File: src/rtl/scoreboard_pkg.sv
package scoreboard_pkg;

    localparam int NUM_DIGITS = 6;
    localparam int SEL_W      = 3;

    // Digit positions, left to right; the scan order depends on them.
    localparam logic [SEL_W-1:0] POS_P1_TENS = 3'd0;
    localparam logic [SEL_W-1:0] POS_P1_ONES = 3'd1;
    localparam logic [SEL_W-1:0] POS_MID_L   = 3'd2;
    localparam logic [SEL_W-1:0] POS_MID_R   = 3'd3;
    localparam logic [SEL_W-1:0] POS_P2_TENS = 3'd4;
    localparam logic [SEL_W-1:0] POS_P2_ONES = 3'd5;

    localparam logic [6:0] SEGS_DARK = 7'h00;
    localparam logic [6:0] SEGS_DASH = 7'h40;  // segment g alone

    typedef enum logic [1:0] {
        GLYPH_DARK  = 2'd0,
        GLYPH_DIGIT = 2'd1,
        GLYPH_DASH  = 2'd2
    } glyph_kind_e;

    typedef struct packed {
        glyph_kind_e kind;
        logic [3:0]  value;
    } glyph_t;

    // Segment lines g..a for a decimal digit; anything else stays dark.
    function automatic logic [6:0] bcd_to_segs(input logic [3:0] v);
        logic [6:0] s;
        case (v)
            4'd0:    s = 7'h3F;
            4'd1:    s = 7'h06;
            4'd2:    s = 7'h5B;
            4'd3:    s = 7'h4F;
            4'd4:    s = 7'h66;
            4'd5:    s = 7'h6D;
            4'd6:    s = 7'h7D;
            4'd7:    s = 7'h07;
            4'd8:    s = 7'h7F;
            4'd9:    s = 7'h6F;
            default: s = SEGS_DARK;
        endcase
        return s;
    endfunction

    // A nibble becomes a digit glyph only when it is a legal BCD value.
    function automatic glyph_t glyph_from_nibble(input logic [3:0] v);
        glyph_t g;
        g.value = v;
        g.kind  = (v <= 4'd9) ? GLYPH_DIGIT : GLYPH_DARK;
        return g;
    endfunction

endpackage

File: src/rtl/scan_timer.sv
module scan_timer
    import scoreboard_pkg::*;
#(
    parameter int HOLD_CLKS = 8
) (
    input  logic             clk,
    input  logic             rst,
    output logic [SEL_W-1:0] digit_sel
);

    localparam int TICK_W = (HOLD_CLKS > 1) ? $clog2(HOLD_CLKS) : 1;
    localparam logic [TICK_W-1:0] TICK_LAST  = TICK_W'(HOLD_CLKS - 1);
    localparam logic [SEL_W-1:0]  DIGIT_LAST = SEL_W'(NUM_DIGITS - 1);

    logic [TICK_W-1:0] tick_q;
    logic [SEL_W-1:0]  digit_q;
    logic              step;

    assign step = (tick_q == TICK_LAST);

    always_ff @(posedge clk) begin
        if (rst) begin
            tick_q  <= '0;
            digit_q <= '0;
        end else if (step) begin
            tick_q  <= '0;
            digit_q <= (digit_q == DIGIT_LAST) ? '0 : digit_q + SEL_W'(1);
        end else begin
            tick_q  <= tick_q + TICK_W'(1);
        end
    end

    assign digit_sel = digit_q;

    AST_SEL_IN_RANGE: assert property (@(posedge clk) disable iff (rst)
        digit_q <= DIGIT_LAST);

    AST_HOLD_STABLE: assert property (@(posedge clk) disable iff (rst)
        !step |=> $stable(digit_q));

    AST_STEP_NEXT: assert property (@(posedge clk) disable iff (rst)
        (step && digit_q != DIGIT_LAST) |=> digit_q == $past(digit_q) + SEL_W'(1));

    AST_WRAP_ZERO: assert property (@(posedge clk) disable iff (rst)
        (step && digit_q == DIGIT_LAST) |=> digit_q == '0);

endmodule

File: src/rtl/glyph_select.sv
module glyph_select
    import scoreboard_pkg::*;
(
    input  logic [SEL_W-1:0] digit_sel,
    input  logic [7:0]       score_p1,
    input  logic [7:0]       score_p2,
    input  logic             turn_p2,
    output glyph_t           glyph
);

    glyph_t marker;

    always_comb begin
        marker.value = 4'd0;
        marker.kind  = GLYPH_DARK;
    end

    always_comb begin
        case (digit_sel)
            POS_P1_TENS: glyph = glyph_from_nibble(score_p1[7:4]);
            POS_P1_ONES: glyph = glyph_from_nibble(score_p1[3:0]);
            POS_MID_L: begin
                glyph      = marker;
                glyph.kind = turn_p2 ? GLYPH_DARK : GLYPH_DASH;
            end
            POS_MID_R: begin
                glyph      = marker;
                glyph.kind = turn_p2 ? GLYPH_DASH : GLYPH_DARK;
            end
            POS_P2_TENS: glyph = glyph_from_nibble(score_p2[7:4]);
            POS_P2_ONES: glyph = glyph_from_nibble(score_p2[3:0]);
            default:     glyph = marker;
        endcase
    end

endmodule

File: src/rtl/seg_drive.sv
module seg_drive
    import scoreboard_pkg::*;
(
    input  glyph_t     glyph,
    output logic [7:0] seg_out
);

    logic [6:0] body;

    always_comb begin
        case (glyph.kind)
            GLYPH_DIGIT: body = bcd_to_segs(glyph.value);
            GLYPH_DASH:  body = SEGS_DASH;
            default:     body = SEGS_DARK;
        endcase
    end

    // Decimal point held off.
    assign seg_out = {1'b0, body};

endmodule

File: src/rtl/scoreboard_scan.sv
module scoreboard_scan
    import scoreboard_pkg::*;
#(
    parameter int HOLD_CLKS = 8
) (
    input  logic       clk,
    input  logic       rst,
    input  logic [7:0] score_p1,
    input  logic [7:0] score_p2,
    input  logic       turn_p2,
    output logic [7:0] seg_out,
    output logic [2:0] digit_sel
);

    logic [SEL_W-1:0] sel_w;
    glyph_t           glyph_w;

    scan_timer #(.HOLD_CLKS(HOLD_CLKS)) u_timer (
        .clk       (clk),
        .rst       (rst),
        .digit_sel (sel_w)
    );

    glyph_select u_select (
        .digit_sel (sel_w),
        .score_p1  (score_p1),
        .score_p2  (score_p2),
        .turn_p2   (turn_p2),
        .glyph     (glyph_w)
    );

    seg_drive u_drive (
        .glyph   (glyph_w),
        .seg_out (seg_out)
    );

    assign digit_sel = sel_w;

    AST_DP_DARK: assert property (@(posedge clk) disable iff (rst)
        seg_out[7] == 1'b0);

    AST_DASH_LEFT: assert property (@(posedge clk) disable iff (rst)
        (digit_sel == POS_MID_L && !turn_p2) |-> seg_out == 8'h40);

    AST_DASH_RIGHT: assert property (@(posedge clk) disable iff (rst)
        (digit_sel == POS_MID_R && turn_p2) |-> seg_out == 8'h40);

    AST_MID_IDLE: assert property (@(posedge clk) disable iff (rst)
        ((digit_sel == POS_MID_L && turn_p2) || (digit_sel == POS_MID_R && !turn_p2))
        |-> seg_out == 8'h00);

    AST_BAD_NIBBLE: assert property (@(posedge clk) disable iff (rst)
        (digit_sel == POS_P2_ONES && score_p2[3:0] > 4'd9) |-> seg_out == 8'h00);

endmodule

File: config.mk
export PLATFORM = sky130hd
export DESIGN_NAME = scoreboard_scan
export DESIGN_NICKNAME = d
export VERILOG_FILES = /design/src/rtl/scoreboard_pkg.sv /design/src/rtl/scan_timer.sv /design/src/rtl/glyph_select.sv /design/src/rtl/seg_drive.sv /design/src/rtl/scoreboard_scan.sv
export SDC_FILE = /design/constraint.sdc
export NUM_CORES = 1
export LEC_CHECK = 0
export ABC_AREA = 1
export CAP_MARGIN = 20
export CORE_MARGIN = 4
export CORE_UTILIZATION = 40
export DETAILED_ROUTE_END_ITERATION = 10
export GPL_TIMING_DRIVEN = 1
export PLACE_DENSITY = 0.73
export SLEW_MARGIN = 15
export SYNTH_ARGS = -nofsm -noshare
export SYNTH_HDL_FRONTEND = slang
export SYNTH_SLANG_ARGS = --single-unit
export TNS_END_PERCENT = 1
File: constraint.sdc
create_clock -name clk -period 2.6 [get_ports clk]
set_input_delay 0.52 -clock clk [delete_from_list [all_inputs] [get_ports clk]]
set_output_delay 0.52 -clock clk [all_outputs]
set_load 0.01 [all_outputs]
==> summary.txt <==
status: completed
die area: 2899 µm²
global-route wire length before repair: 3.891 mm
hold crit path type: register to register
Pwr Density: 242.1 nW/µm²
cts hold-fix bufs: 0
synthesized area per cell: 7.066 µm²
GR Overflow Total: 0
Max Fclk: 388.7 MHz
initial antenna violation count: 0
Peak VDD IR: 0.2842 mV
vias per inst: 4.886
Internal: 0.2210 mW
Die H: 53.85 µm
Port Buffer Count: 28
Final Net Count: 205
chip width: 53.85 µm
row count: 16
Static Leakage: 0.7197 nW
Max-Cap Viols: 0
Avg WL per Cell: 12.74 µm
dpl hpwl: 1.947 mm
clock transition at the registers of the reported paths: 0.05 ns
Hold Violations, Final: 0
Syn-to-layout area delta: 63.24%
routed wire length: 2.560 mm
sequential power share: 0.297
cell area after synthesis: 840.8 µm²
layout cells sized above 1: 0.4770
clock skew: 0.005194 ns
critical-path cell list: buf_6 > nor2_4 > nand3_1 > nand4_1 > ha_1 > inv_2 > nand2_4 > a21oi_4 > inv_4 > nor2_2 > buf_2
crit-path max FO: 8
Initial Utilization: 0.4242
Routed Antenna Nets: 0
CTS tree: built
clk sink count: 6
Tot GR Track Use: 0.1841
number of diodes: 0
Min Hold Slack: 0.4346 ns
CP required: 2.08 ns
H-tree Lvls: 1
nature of the critical path endpoint: output port
vias in the first global route: 947
Root Buffer Master: clkbuf_4
sequential share of the synthesized area: 0.1429
Max stage delay cell, worst path: dfxtp_2
critical path arrival: 2.05 ns
worst setup path start: u_timer.digit_sel[1]
Combinational Power Share: 0.441
Setup TNS: 0 ns
maximum buffer depth of the clock tree: 2
Post-synth top cells: 16 x inv_1, 14 x nor2_1, 12 x nand2_1
Net Sw Power: 0.1113 mW
TritonCTS Buffers: 3
CP delay by family, top: simple AND/OR/NAND/NOR gates
Ports: 30
synthesis-stage register bit count: 6
clk_lat worst skew: 0.25 ns
count of pins over their slew limit: 0
Net Sw Frac: 0.3349
Vias: 982
RSZ-0062 raised after global routing: yes
post-synthesis cell count: 119
initial DRC count: 10
Ys Warns: 0
worst stage delay on the critical path: 0.34 ns
top post-synthesis cells by area: ha_1 15%, dfxtp_1 14%, inv_1 7.1%
worst reg2reg startpoint: u_timer.tick_q[0]
Setup Crit Path Kind: register to output port
Most used DFF post-synth: dfxtp_1
Synth async-reset ratio: 0
Buf+Inv Stages, Crit Path: 4
post-synth top area share: 0.1488
drc violations: 0
Syn Nets: 148
Final min period: 2.572 ns
pin count of the biggest net entering global routing: 9
Placer Congestion: 0.8431
Finish-stage setup viols: 0
Startpoint Class: register
largest area contributor in the netlist: ha_1
number of synthesized flops with an enable pin: 0
Final Cycle Share: 0.9894
Synth cell types: 31
most frequent cell after synthesis: inv_1
first-pass detailed-route iteration total: 4
clock network power share: 0.261
Core Area: 1982 µm²
hold path startpoint: u_timer.tick_q[0]
## sequential cells by signal, summed over array words and instances, names as in the netlist
register	cells
u_timer.digit_sel	3
u_timer.tick_q	3
## cell usage in the layout, fill, tap and decap left out, types with 2 or more instances in the layout
master / synthesis / layout
inv_4: 1 / 2
nand2_2: 5 / 5
nand3_2: 3 / 7
nand2_1: 12 / 11
buf_4: 2 / 27
clkdlybuf4s50_1: 0 / 7
buf_6: 2 / 2
dfxtp_1: 6 / 3
nand2_4: 1 / 2
nor2_2: 5 / 6
inv_1: 16 / 12
nand4_1: 5 / 5
nor2_4: 2 / 3
inv_2: 4 / 7
nand3_1: 9 / 5
ha_1: 10 / 9
o21ai_2: 1 / 3
clkbuf_4: 0 / 3
o21ai_1: 1 / 6
dlygate4sd2_1: 0 / 12
nor2_1: 14 / 12
buf_2: 0 / 5
dfxtp_2: 0 / 3
dlymetal6s2s_1: 0 / 2
## kinds of logic (layout without fill, tap and decap cells)
kind of cell,Yosys count,count (layout),share of synthesized area
other,1,1,0.004460
adder cells (fa/ha/maj),10,10,0.1488
AO/OA/AOI/OAI,15,15,0.1190
buffers and inverters,25,80,0.1414
AND/OR/NAND/NOR,61,61,0.4330
XOR/XNOR,1,1,0.01042
flip-flops,6,6,0.1429
## metrics by stage
step / util / instance area (µm²) / setup slack (ns) / std cells / total power, mW
detailed placement: 0.6585 / 1305 / -0.5674 / 195 / 0.2435
global placement: 0.6585 / 1305 / -0.5119 / 195 / 0.2388
CTS: 0.6496 / 1287 / 0.002333 / 198 / 0.3195
floorplan: - / 840.8 / 0.2767 / 119 / 0.1692
finish: 0.6926 / 1373 / 0.02758 / 201 / 0.3323
global route: 0.6926 / 1373 / -0.09179 / 201 / 0.3578
## repair_timing
action / in CTS / in global routing
buffers inserted: 0 / 3
gates cloned: 0 / 0
endpoints found under the setup margin: 7 / 7
pin swaps: 6 / 7
resized for setup: 48 / 23
## per-layer routing
layer	global-route usage	up-vias	routed length (µm)
met5	0	-	0
met3	0.02493	8	97
met2	0.3407	26	1460
li1	-	496	-
met1	0.2036	452	946
met4	0.08511	0	55
## power by group through the flow
stage	sequential [mW]	clock, mW	combinational (mW)
after global placement	0.100	0	0.139
after global routing	0.0988	0.0961	0.163
after floorplan	0.100	0	0.0692
after detailed placement	0.100	0	0.143
after CTS	0.0988	0.0889	0.132
final	0.0988	0.0868	0.147
## area by class of cell
type,instances,area (µm²)
timing repair buffer,56,455.4
clock buffer,3,22.52
sequential,6,123.9
multi-input combinational,88,653.1
tap,27,33.78
inverter,21,83.83
fill,165,609.3
## worst paths after layout
check,to,slack (ns),cells past startpoint
setup / recovery,seg_out[2],0.03,11
hold / removal,u_timer.tick_q[0],0.43,1
hold reg to reg,u_timer.tick_q[0],0.43,1
setup reg to reg,u_timer.digit_sel[2],1.24,4
## worst reg2reg max path: cells and delay by family, from the launching register on
family | cells | cell delay [ns]
adder cells (fa/ha/maj) | 2 | 0.46
AO/OA/AOI/OAI | 1 | 0.16
flip-flops | 1 | 0.31
AND/OR/NAND/NOR | 1 | 0.36
(Power assumes the default switching activity.)
